==> config.mk <==
export PLATFORM = sky130hd
export DESIGN_NAME = txn_timeout_governor
export DESIGN_NICKNAME = d
export VERILOG_FILES = /design/src/rtl/tog_pkg.sv /design/src/rtl/tog_slot_bank.sv /design/src/rtl/tog_alloc.sv /design/src/rtl/tog_mode_ctrl.sv /design/src/rtl/txn_timeout_governor.sv
export SDC_FILE = /design/constraint.sdc
export NUM_CORES = 1
export LEC_CHECK = 0
export ABC_AREA = 1
export BUFFER_PORTS_ARGS = -buffer_cell sky130_fd_sc_hd__buf_4
export CORE_MARGIN = 1
export CORE_UTILIZATION = 51
export CTS_BUF_LIST = sky130_fd_sc_hd__clkbuf_8 sky130_fd_sc_hd__clkbuf_16
export DETAILED_ROUTE_END_ITERATION = 8
export PLACE_DENSITY = 0.74
export RECOVER_POWER = 25
export SLEW_MARGIN = 30
export SYNTH_ARGS = -nofsm -noshare
export SYNTH_HDL_FRONTEND = slang
export SYNTH_SLANG_ARGS = --single-unit
==> constraint.sdc <==
create_clock -name clk -period 2.3 [get_ports clk]
set_clock_uncertainty 0.15 [all_clocks]
set_input_delay 0.115 -clock clk [delete_from_list [all_inputs] [get_ports clk]]
set_output_delay 0.115 -clock clk [all_outputs]
set_load 0.05 [all_outputs]
==> src/rtl/tog_pkg.sv <==
package tog_pkg;
  typedef enum logic [1:0] {
    MODE_NORMAL = 2'd0,
    MODE_RETRY  = 2'd1,
    MODE_SLOW   = 2'd2
  } gov_mode_e;
endpackage

==> src/rtl/tog_slot_bank.sv <==
// One tick counter per transaction slot; reports any timeout.
module tog_slot_bank #(
  parameter int NUM_SLOTS     = 4,
  parameter int TIMEOUT_TICKS = 3,
  localparam int SLOT_W = (NUM_SLOTS > 1) ? $clog2(NUM_SLOTS) : 1,
  localparam int CNT_W  = $clog2(TIMEOUT_TICKS + 1)
) (
  input  logic                 clk,
  input  logic                 rst_n,
  input  logic [NUM_SLOTS-1:0] alloc_vec,
  input  logic                 done_valid,
  input  logic [SLOT_W-1:0]    done_slot,
  input  logic                 ckpt_tick,
  input  logic                 flush,
  output logic [NUM_SLOTS-1:0] active,
  output logic                 timeout_hit
);
  localparam logic [CNT_W-1:0] LAST_CNT = CNT_W'(TIMEOUT_TICKS - 1);
  localparam logic [CNT_W-1:0] SAT_CNT  = CNT_W'(TIMEOUT_TICKS);

  logic [NUM_SLOTS-1:0] hit_vec;

  for (genvar s = 0; s < NUM_SLOTS; s++) begin : g_slot
    logic             act_q, act_d;
    logic [CNT_W-1:0] cnt_q, cnt_d;
    logic             done_here;
    logic             cnt_en;

    assign done_here = done_valid && (done_slot == SLOT_W'(s)) && act_q;

    always_comb begin
      act_d  = act_q;
      cnt_d  = cnt_q;
      cnt_en = 1'b0;
      if (flush) begin
        act_d  = 1'b0;
        cnt_d  = '0;
        cnt_en = 1'b1;
      end else if (alloc_vec[s]) begin
        act_d  = 1'b1;
        cnt_d  = '0;
        cnt_en = 1'b1;
      end else if (done_here) begin
        act_d  = 1'b0;
      end else if (ckpt_tick && act_q && (cnt_q != SAT_CNT)) begin
        cnt_d  = cnt_q + CNT_W'(1);
        cnt_en = 1'b1;
      end
    end

    always_ff @(posedge clk or negedge rst_n) begin
      if (!rst_n) begin
        act_q <= 1'b0;
      end else begin
        act_q <= act_d;
      end
    end

    always_ff @(posedge clk or negedge rst_n) begin
      if (!rst_n) begin
        cnt_q <= '0;
      end else if (cnt_en) begin
        cnt_q <= cnt_d;
      end
    end

    assign hit_vec[s] = act_q && ckpt_tick && !done_here && !flush &&
                        (cnt_q == LAST_CNT);
    assign active[s]  = act_q;
  end

  assign timeout_hit = |hit_vec;
endmodule

==> src/rtl/tog_alloc.sv <==
// Lowest-free-slot search and occupancy count.
module tog_alloc #(
  parameter int NUM_SLOTS = 4,
  localparam int SLOT_W = (NUM_SLOTS > 1) ? $clog2(NUM_SLOTS) : 1,
  localparam int OCC_W  = $clog2(NUM_SLOTS + 1)
) (
  input  logic [NUM_SLOTS-1:0] active,
  output logic [SLOT_W-1:0]    free_idx,
  output logic [OCC_W-1:0]     occ_cnt
);
  always_comb begin
    free_idx = '0;
    for (int i = NUM_SLOTS - 1; i >= 0; i--) begin
      if (!active[i]) free_idx = SLOT_W'(i);
    end
  end

  always_comb begin
    occ_cnt = '0;
    for (int i = 0; i < NUM_SLOTS; i++) begin
      occ_cnt = occ_cnt + OCC_W'(active[i]);
    end
  end
endmodule

==> src/rtl/tog_mode_ctrl.sv <==
// Recovery request and normal / retry / slow-start sequencing.
module tog_mode_ctrl
  import tog_pkg::*;
#(
  parameter int EXIT_COUNT   = 4,
  parameter int ROUTE_POLICY = 0,
  localparam int EXIT_W = $clog2(EXIT_COUNT + 1)
) (
  input  logic      clk,
  input  logic      rst_n,
  input  logic      timeout_hit,
  input  logic      recov_done,
  input  logic      completion,
  output logic      recov_req,
  output gov_mode_e mode,
  output logic      adapt_en
);
  localparam logic [EXIT_W-1:0] EXIT_LAST = EXIT_W'(EXIT_COUNT - 1);

  gov_mode_e         mode_q, mode_d;
  logic              req_q, req_d;
  logic [EXIT_W-1:0] exit_q, exit_d;
  logic              lock_q, lock_d;
  logic              recov_take;

  assign recov_take = req_q && recov_done;

  always_comb begin
    req_d = req_q;
    if (req_q) begin
      if (recov_done) req_d = 1'b0;
    end else if (timeout_hit) begin
      req_d = 1'b1;
    end
  end

  always_comb begin
    mode_d = mode_q;
    exit_d = exit_q;
    lock_d = lock_q;
    if (recov_take) begin
      exit_d = '0;
      if (mode_q == MODE_NORMAL) begin
        mode_d = MODE_RETRY;
      end else begin
        mode_d = MODE_SLOW;
        if (ROUTE_POLICY != 0) lock_d = 1'b1;
      end
    end else if (!req_q && completion && (mode_q != MODE_NORMAL)) begin
      if (exit_q == EXIT_LAST) begin
        mode_d = MODE_NORMAL;
        exit_d = '0;
      end else begin
        exit_d = exit_q + EXIT_W'(1);
      end
    end
  end

  always_ff @(posedge clk or negedge rst_n) begin
    if (!rst_n) begin
      req_q  <= 1'b0;
      mode_q <= MODE_NORMAL;
      exit_q <= '0;
      lock_q <= 1'b0;
    end else begin
      req_q  <= req_d;
      mode_q <= mode_d;
      exit_q <= exit_d;
      lock_q <= lock_d;
    end
  end

  assign recov_req = req_q;
  assign mode      = mode_q;
  assign adapt_en  = (mode_q != MODE_SLOW) && !lock_q;
endmodule

==> src/rtl/txn_timeout_governor.sv <==
module txn_timeout_governor
  import tog_pkg::*;
#(
  parameter int NUM_SLOTS     = 4,
  parameter int TIMEOUT_TICKS = 3,
  parameter int SLOW_LIMIT    = 1,
  parameter int EXIT_COUNT    = 4,
  parameter int ROUTE_POLICY  = 0,
  localparam int SLOT_W = (NUM_SLOTS > 1) ? $clog2(NUM_SLOTS) : 1
) (
  input  logic              clk,
  input  logic              rst_n,
  input  logic              issue_req,
  output logic              issue_grant,
  output logic [SLOT_W-1:0] grant_slot,
  input  logic              done_valid,
  input  logic [SLOT_W-1:0] done_slot,
  input  logic              ckpt_tick,
  input  logic              recov_done,
  output logic              recov_req,
  output logic              adapt_route_en,
  output logic [1:0]        gov_mode
);
  localparam int OCC_W = $clog2(NUM_SLOTS + 1);
  localparam logic [OCC_W-1:0] FULL_LIM = OCC_W'(NUM_SLOTS);
  localparam logic [OCC_W-1:0] SLOW_LIM = OCC_W'(SLOW_LIMIT);

  logic [NUM_SLOTS-1:0] active;
  logic [NUM_SLOTS-1:0] alloc_vec;
  logic [SLOT_W-1:0]    free_idx;
  logic [OCC_W-1:0]     occ_cnt;
  logic [OCC_W-1:0]     occ_lim;
  logic                 timeout_hit;
  logic                 completion;
  logic                 flush;
  gov_mode_e            mode;

  tog_alloc #(.NUM_SLOTS(NUM_SLOTS)) u_alloc (
    .active   (active),
    .free_idx (free_idx),
    .occ_cnt  (occ_cnt)
  );

  assign occ_lim     = (mode == MODE_SLOW) ? SLOW_LIM : FULL_LIM;
  assign issue_grant = issue_req && !recov_req && (occ_cnt < occ_lim);
  assign grant_slot  = free_idx;
  assign flush       = recov_req && recov_done;
  assign completion  = done_valid && active[done_slot];

  always_comb begin
    alloc_vec = '0;
    if (issue_grant) alloc_vec[free_idx] = 1'b1;
  end

  tog_slot_bank #(
    .NUM_SLOTS     (NUM_SLOTS),
    .TIMEOUT_TICKS (TIMEOUT_TICKS)
  ) u_bank (
    .clk         (clk),
    .rst_n       (rst_n),
    .alloc_vec   (alloc_vec),
    .done_valid  (done_valid),
    .done_slot   (done_slot),
    .ckpt_tick   (ckpt_tick),
    .flush       (flush),
    .active      (active),
    .timeout_hit (timeout_hit)
  );

  tog_mode_ctrl #(
    .EXIT_COUNT   (EXIT_COUNT),
    .ROUTE_POLICY (ROUTE_POLICY)
  ) u_mode (
    .clk         (clk),
    .rst_n       (rst_n),
    .timeout_hit (timeout_hit),
    .recov_done  (recov_done),
    .completion  (completion),
    .recov_req   (recov_req),
    .mode        (mode),
    .adapt_en    (adapt_route_en)
  );

  assign gov_mode = mode;
endmodule

==> metrics.csv, run 1 <==
metric,value,unit
final_util,68.3,%
areaGrowthSynthToFinish,26.1,%
fill_cells,189,
worst_slew_pin_slew,0.983,ns
endpoint_kind,output pin,
async_reset_ff_share,100,%
synth_flop_cell,dfrtp_1,
drt_iter0_drc,20,
vdd_drop_max,724,uV
rows,17,
yosysMostFrequentCell,nand2_1,
die_w,50.5,um
relSlewSlack,34.5,%
clkSlewWorstSetupHoldPaths,0.07,ns
multi_input_area,722,um^2
yosysTopAreaCell,dfrtp_1,
grt_max_degree,19,
worstPathArrival,2.09,ns
finalHoldViolCount,0,
antenna_found_initial,0,
clockBufferDepth,2,
vias,1095,
synth.yosys.warnings,0,
fmax,425,MHz
switching_power,0.961,mW
synth.area.top_cells,"dfrtp_1 38%, ha_1 13%, nand2_1 12%, inv_1 6.6%, nor2_1 5.6%",
dp_cells,203,
drc,0,
cts_root_buffer,clkbuf_8,
path_max_fanout,2,
grt_pass1_vias,1018,
cts_sinks,18,
crit_required,2.04,ns
pre_cts_ws,0.0642,ns
violations,negative setup slack,
worstSkewPairLatency,0.25,ns
p_seq_share,27.2,%
setup_viol,5,
status,finished with violations,
n_antenna_cell,0,
wl_per_cell,12.3,um
drive_above_1_share,24.3,%
htree_levels,1,
synth-seq-cells,18,
pin_count,15,
grt_first_pass_wirelength,4.27,mm
synth_edf_count,0,
seqCellArea,452,um^2
hold_path_class,in -> reg,
maxCapViolations,0,
port_buffers,14,
grt_setup_unrepaired,true,
power_frac_clock,12.9,%
hpwl,1.95,mm
cp-startpoint,u_bank.g_slot[1].act_q$_DFFE_PN0P_,
drt-total-wl,2.57,mm
finalNetCount,203,
layout_setup_ws,-0.0504,ns
syn_nets,179,
yosysSeqAreaShare,37.6,%
fp.dieArea,0.00255,mm^2
p_sw_share,48.3,%
powerDensity,1320,mW/mm^2
power,1.99,mW
grtUsageTotal,22.8,%
netlist_area,0.00120,mm^2
fin_crit_sh,102,%
routed_via_density,5.24,
min_from,recov_done,
gp_congestion,0.949,
start_util,54.1,%
syn_avg_cell_area,7.58,um^2
core-area,0.00221,mm^2
dr.pass1.iters,5,
overflow,0,
ys_types,20,
drtAntennaViolNets,0,
tritoncts,built,
crit_type,reg -> out,
p_comb_share,59.8,%
period_minus_slack,2.35,ns
power_leakage,0.773,nW
fin_cells,209,
synth_top_area_share,37.6,%
start_kind,flip-flop,
r2r_start,u_bank.g_slot[1].act_q$_DFFE_PN0P_,
synth_common_cells,"39 x nand2_1, 21 x inv_1, 18 x dfrtp_1, 18 x nor2_1",
drv_slew,0,
numCtsBuffers,3,
finalSetupTns,-0.146,ns
die_h,50.5,um
synth_cells,158,
intPower,1.03,mW
-- cell usage in the layout (no fill, tap or decap), drive strengths merged --
master       synthesis  layout
a21oi               11      11
buf                  1      18
clkbuf               0       5
dfrtp               18      18
dlygate4sd3          0       1
fa                   1       1
ha                  12      12
inv                 25      25
nand2               42      42
nand3               12      12
nand4                5       5
nor2                19      19
nor3                 4       4
o21ai                4       4
or2                  2       2
xor2                 2       2
-- path summary, 6_finish.rpt --
kind / to / slack (ns) / cells past startpoint
max: issue_grant / -0.05 / 8
min: u_mode.exit_q[2]$_DFFE_PN0P_ / 0.12 / 4
max reg2reg: u_bank.g_slot[0].cnt_q[0]$_DFFE_PN0P_ / -0.03 / 11
min reg2reg: u_mode.exit_q[2]$_DFFE_PN0P_ / 0.36 / 2
max in group asynchronous: u_bank.g_slot[1].act_q$_DFFE_PN0P_ / 0.93 / 2
min in group asynchronous: u_bank.g_slot[3].cnt_q[0]$_DFFE_PN0P_ / 0.41 / 2
-- worst max-delay path, stage by stage (launching register included) --
cell and delay, ns:
dfrtp_2 0.43, ha_4 0.25, fa_2 0.37, ha_4 0.17, ha_4 0.15, nor2_4 0.07, nand2_2 0.07, a21oi_4 0.14
buf_6 0.18
-- metrics by stage --
| step | cell area (um^2) | hold WS (ns) |
|---|---|---|
| 4_1_cts | 1500 | 0.120 |
| 5_1_grt | 1510 | 0.133 |
| 3_3_place_gp | 1420 | -0.155 |
| 3_5_place_dp | 1420 | -0.158 |
| 2_1_floorplan | 1260 | -0.331 |
| 6_report | 1510 | 0.115 |
-- state kept, by name, indices dropped and copies added (netlist names) --
register             cells
u_bank.g_slot.cnt_q      8
u_bank.g_slot.act_q      4
u_mode.exit_q            3
u_mode.mode              2
u_mode.recov_req         1
-- cell families after synthesis --
group / Yosys count / synth area share (%)
DFF: 18 / 37.6
adders and majority gates: 13 / 14.2
xor gates and xnor gates: 2 / 1.46
buffers and inverters: 26 / 8.25
and+or+nand+nor: 84 / 31.2
AOI/OAI and AO/OA: 15 / 7.21
-- what timing repair did --
| item | CTS | global route |
|---|---|---|
| gates resized for setup | 1 | 4 |
| hold buffers | 1 | 0 |
| endpoints found under the hold margin | 18 | 0 |
| endpoints found under the setup margin | 1 | 13 |
| pin swaps | 1 | 5 |
| setup buffers | 1 | 0 |
-- metal layers --
metal | global-route usage, % | part of all wire, %
met5 | 0 | 0
met4 | 8.33 | 0.78
met3 | 3.03 | 3.5
met2 | 36.4 | 48
met1 | 31.6 | 48
-- cell type report --
class	count	share of cell area (%)
flip-flops and latches	18	29.9
well taps	28	2.32
clock buffers	4	3.65
inverters	25	6.21
multi-input cells	114	47.8
repair buffers	20	10.1
-- power by group through the flow --
stage	Combinational (mW)	Sequential [mW]	Clock, mW
floorplan	0.752	0.620	0
global placement	1.10	0.538	0
detailed placement	1.13	0.544	0
CTS	1.17	0.539	0.261
global route	1.32	0.555	0.272
finish	1.19	0.543	0.258
(Power assumes the default switching activity.)
==> inputs of run 2 (changes only) <==
- CELL_PAD_IN_SITES_DETAIL_PLACEMENT: not set -> 0
- CELL_PAD_IN_SITES_GLOBAL_PLACEMENT: not set -> 2
- CORE_UTILIZATION: 51 -> 29
- PLACE_DENSITY: 0.74 -> not set
- PLACE_DENSITY_LB_ADDON: not set -> 0.1
==> run 2 against run 1 <==
The flow still finishes with violations (negative setup slack). Critical path type unchanged. Clock power is 2% higher. Critical endpoint unchanged. Worst setup slack better by 0.016 ns. Global-route usage is 7.9 points lower. First-iteration DRC count is 45% higher. Non-clock buffer count stayed put. Sequential share of layout area is 0.51 points lower.
==> metrics.csv, run 2 (synthesized netlist as in run 1, its figures left out) <==
metric,value,unit
drt_iter0_drc,29,
die_h,66.3,um
htree_levels,1,
port_buffers,14,
power_frac_clock,13.1,%
grt_pass1_vias,1100,
drtAntennaViolNets,0,
dp_cells,223,
worstSkewPairLatency,0.25,ns
violations,negative setup slack,
vdd_drop_max,469,uV
dr.pass1.iters,4,
maxCapViolations,0,
start_kind,flip-flop,
finalHoldViolCount,0,
crit_required,2.04,ns
crit_type,reg -> out,
die_w,66.3,um
cts_sinks,18,
finalNetCount,203,
vias,1022,
routed_via_density,4.46,
hold_path_class,in -> reg,
core-area,0.00380,mm^2
period_minus_slack,2.33,ns
pre_cts_ws,0.0241,ns
reg.largest.list,"u_bank.g_slot.cnt_q (8), u_bank.g_slot.act_q (4), u_mode.exit_q (3)",
grtUsageTotal,14.9,%
placed_area,0.00145,mm^2
tritoncts,built,
fp.dieArea,0.00439,mm^2
worst_slew_pin_slew,1.08,ns
p_comb_share,60.2,%
drc,0,
fill_cells,407,
layout_setup_ws,-0.0342,ns
wl_per_cell,12.3,um
clkSlewWorstSetupHoldPaths,0.07,ns
largest_reg_flops,8,
layout_commonest_cell,nand2_1,
p_seq_share,26.7,%
path_max_fanout,2,
n_antenna_cell,0,
antenna_found_initial,0,
overflow,0,
fmax,428,MHz
power_leakage,0.769,nW
areaGrowthSynthToFinish,28.3,%
relSlewSlack,28.2,%
powerDensity,1310,mW/mm^2
start_util,31.5,%
p_sw_share,48.3,%
final_util,40.4,%
hpwl,2.24,mm
grt_first_pass_wirelength,4.89,mm
pin_count,15,
grt_setup_unrepaired,true,
most-common-layout-cells,"37 x nand2_1, 21 x inv_1, 17 x nor2_1, 17 x buf_4, 17 x dfrtp_1",
drt-total-wl,2.82,mm
status,finished with violations,
top_register,u_bank.g_slot.cnt_q,
fin_crit_sh,101,%
switching_power,0.969,mW
finalSetupTns,-0.0420,ns
numCtsBuffers,3,
drive_above_1_share,25.4,%
fin_cells,229,
rows,22,
gp_congestion,0.805,
grt_max_degree,19,
intPower,1.04,mW
setup_viol,4,
cts_root_buffer,clkbuf_8,
fin_area,0.00154,mm^2
clockBufferDepth,2,
endpoint_kind,output pin,
drv_slew,0,
worstPathArrival,2.07,ns
## run 2: path summary, 6_finish.rpt
| check | start | to | slack [ns] | cells past startpoint |
|---|---|---|---|---|
| worst max-delay path | u_bank.g_slot[0].act_q$_DFFE_PN0P_ | issue_grant | -0.03 | 8 |
| worst min-delay path | ckpt_tick | u_bank.g_slot[3].cnt_q[0]$_DFFE_PN0P_ | 0.12 | 5 |
| worst max register to register | u_bank.g_slot[0].act_q$_DFFE_PN0P_ | u_bank.g_slot[0].cnt_q[0]$_DFFE_PN0P_ | 0 | 11 |
| worst min register to register | u_mode.exit_q[2]$_DFFE_PN0P_ | u_mode.exit_q[2]$_DFFE_PN0P_ | 0.35 | 2 |
| max in group asynchronous | rst_n | u_bank.g_slot[1].act_q$_DFFE_PN0P_ | 0.86 | 2 |
| min in group asynchronous | rst_n | u_bank.g_slot[1].cnt_q[1]$_DFFE_PN0P_ | 0.42 | 2 |
## run 2: per-layer routing
layer  global-route usage [%]  share of wire, %  wire, um
met1                     19.4                51      1430
met2                     24.9                46      1280
met3                     2.07               2.6        72
met4                     5.59              0.99        28
met5                        0                 0         0
## run 2: power by group through the flow
| stage | clock (mW) | sequential (mW) | combinational [mW] |
|---|---|---|---|
| floorplan | 0 | 0.620 | 0.752 |
| global placement | 0 | 0.541 | 1.15 |
| detailed placement | 0 | 0.545 | 1.15 |
| CTS | 0.279 | 0.538 | 1.19 |
| global route | 0.288 | 0.555 | 1.36 |
| finish | 0.262 | 0.537 | 1.21 |
## run 2: layout make-up
type / count / area, um^2 / share of cell area, %
Multi-Input combinational cell: 114 / 723 / 47.1
Sequential cell: 18 / 452 / 29.4
Tap cell: 48 / 60.1 / 3.91
Inverter: 25 / 93.8 / 6.11
Timing Repair Buffer: 20 / 153 / 9.93
Clock buffer: 4 / 55.1 / 3.58
## run 2: stage by stage
stage	power, mW	hold slack (ns)
finish	2.01	0.122
floorplan	1.37	-0.331
global route	2.20	0.142
global placement	1.69	-0.146
detailed placement	1.70	-0.143
CTS	2.01	0.117
## run 2: critical path, cell delays in order (launching register included)
cell	delay [ns]
dfrtp_1	0.41
ha_4	0.25
fa_2	0.36
ha_4	0.18
ha_4	0.14
nor2_1	0.07
nand2_1	0.09
a21oi_4	0.14
buf_6	0.18
## run 2: timing repair
| action | 4_1_cts | 5_1_grt |
|---|---|---|
| pin swaps | 1 | 0 |
| gates cloned | 0 | 0 |
| setup buffers | 1 | 0 |
| endpoints found under the hold margin | 18 | 0 |
| gates resized for setup | 2 | 4 |
| setup endpoints to repair | 1 | 13 |
| hold buffers | 1 | 0 |
==> inputs of run 3 (changes only) <==
- CORE_UTILIZATION: 29 -> 35
- RECOVER_POWER: 25 -> not set
- clock period: 2.3 -> 2.95 ns (I/O delays scaled with it)
==> run 3 against run 2 <==
The run now ends clean. Sequential cell count unchanged. Die area down 17%. Count of clock-buffer cells in the layout unchanged. Critical path type unchanged. Largest cell class unchanged. Largest power group unchanged. Highest routed layer unchanged.
==> metrics.csv, run 3 (synthesized netlist as in run 1, its figures left out) <==
metric,value,unit
n_antenna_cell,0,
hpwl,2.08,mm
drv_slew,0,
final_util,45.0,%
clkSlewWorstSetupHoldPaths,0.07,ns
numCtsBuffers,3,
relSlewSlack,81.2,%
grt_first_pass_wirelength,4.32,mm
core-area,0.00315,mm^2
cts_hold_buf,1,
period_minus_slack,2.75,ns
die_w,60.5,um
die_h,60.5,um
finalNetCount,198,
cts_sinks,18,
power_leakage,0.751,nW
vias,996,
reg.largest.list,"u_bank.g_slot.cnt_q (8), u_bank.g_slot.act_q (4), u_mode.exit_q (3)",
crit_type,reg -> out,
largest_reg_flops,8,
grt_setup_unrepaired,false,
most-common-layout-cells,"39 x nand2_1, 21 x inv_1, 18 x nor2_1, 18 x dfrtp_1, 14 x buf_4",
cts_resized,0,
drc,0,
worstPathArrival,2.46,ns
cts_root_buffer,clkbuf_8,
vdd_drop_max,365,uV
hold_path_class,in -> async,
r2r_start,u_bank.g_slot[0].act_q$_DFFE_PN0P_,
fmax,363,MHz
overflow,0,
wl_per_cell,11.6,um
worst_slew_pin_slew,0.282,ns
setup_viol,0,
dr.pass1.iters,4,
antenna_found_initial,0,
finalHoldViolCount,0,
drt-total-wl,2.56,mm
path_max_fanout,9,
start_util,38.0,%
top_register,u_bank.g_slot.cnt_q,
drive_above_1_share,15.9,%
drt_iter0_drc,56,
rows,20,
areaGrowthSynthToFinish,18.4,%
powerDensity,983,mW/mm^2
layout_commonest_cell,nand2_1,
cp-startpoint,u_bank.g_slot[0].act_q$_DFFE_PN0P_,
grt_pass1_vias,983,
maxCapViolations,0,
fp.dieArea,0.00366,mm^2
drtAntennaViolNets,0,
seqCellArea,450,um^2
finalSetupTns,0,ns
start_kind,flip-flop,
endpoint_kind,output pin,
routed_via_density,4.53,
cts_setup_buffers,0,
multi_input_area,648,um^2
worstSkewPairLatency,0.25,ns
gp_congestion,0.787,
status,completed,
crit_required,2.65,ns
tritoncts,built,
pin_count,15,
grtUsageTotal,16.2,%
port_buffers,14,
grt_max_degree,19,
fin_crit_sh,93.3,%
htree_levels,1,
clockBufferDepth,2,
fill_cells,363,
run 3: cell types whose count changed in the layout (fill, tap and decap cells not counted), sizes merged:
cell    before  now
buf         18   14
clkbuf       5    4
run 3: critical path, cell delays in order, from the launching register on:
cell	delay (ns)
dfrtp_1	0.48
ha_1	0.34
fa_1	0.42
ha_1	0.20
ha_1	0.19
nor2_1	0.10
nand2_1	0.09
a21oi_4	0.17
buf_4	0.23
run 3: path summary, 6_finish.rpt:
check / cells past startpoint / end / slack, ns
max reg2reg: 10 / u_bank.g_slot[2].cnt_q[1]$_DFFE_PN0P_ / 0.43
min reg2reg: 2 / u_mode.exit_q[2]$_DFFE_PN0P_ / 0.34
max in group asynchronous: 2 / u_bank.g_slot[0].act_q$_DFFE_PN0P_ / 2.30
min in group clk: 4 / u_mode.exit_q[2]$_DFFE_PN0P_ / 0.16
min: 2 / u_bank.g_slot[2].cnt_q[1]$_DFFE_PN0P_ / 0.15
max: 8 / issue_grant / 0.20
run 3: where the power goes:
group	leakage, nW	switching (mW)	total [mW]	internal [mW]
Clock	0.0288	0.0789	0.197	0.118
Sequential	0.233	0.113	0.449	0.336
Combinational	0.490	0.487	0.747	0.260
Total	0.751	0.679	1.39	0.714
run 3: cell type report:
| type | count | area share (%) |
|---|---|---|
| inverters | 25 | 6.62 |
| multi-input cells | 114 | 45.7 |
| flip-flops and latches | 18 | 31.8 |
| well taps | 44 | 3.88 |
| repair buffers | 15 | 8.12 |
| clock buffers | 4 | 3.88 |
run 3: metal layers:
metal | part of all wire (%) | vias to the layer above | track usage (%)
li1 | - | 535 | -
met1 | 49 | 449 | 21.5
met2 | 48 | 10 | 26.7
met3 | 2.1 | 2 | 2.56
met4 | 0.59 | 0 | 5.84
met5 | 0 | - | 0
run 3: through the flow:
step / hold WS, ns / instances / area [um^2] / power [mW] / worst slack (ns)
5_1_grt: 0.172 / 220 / 1420 / 1.52 / 0.0317
3_3_place_gp: -0.115 / 215 / 1350 / 1.19 / 0.457
6_report: 0.149 / 220 / 1420 / 1.39 / 0.196
4_1_cts: 0.150 / 220 / 1420 / 1.42 / 0.167
2_1_floorplan: -0.298 / 158 / 1200 / 1.01 / 0.312
3_5_place_dp: -0.117 / 215 / 1350 / 1.21 / 0.397
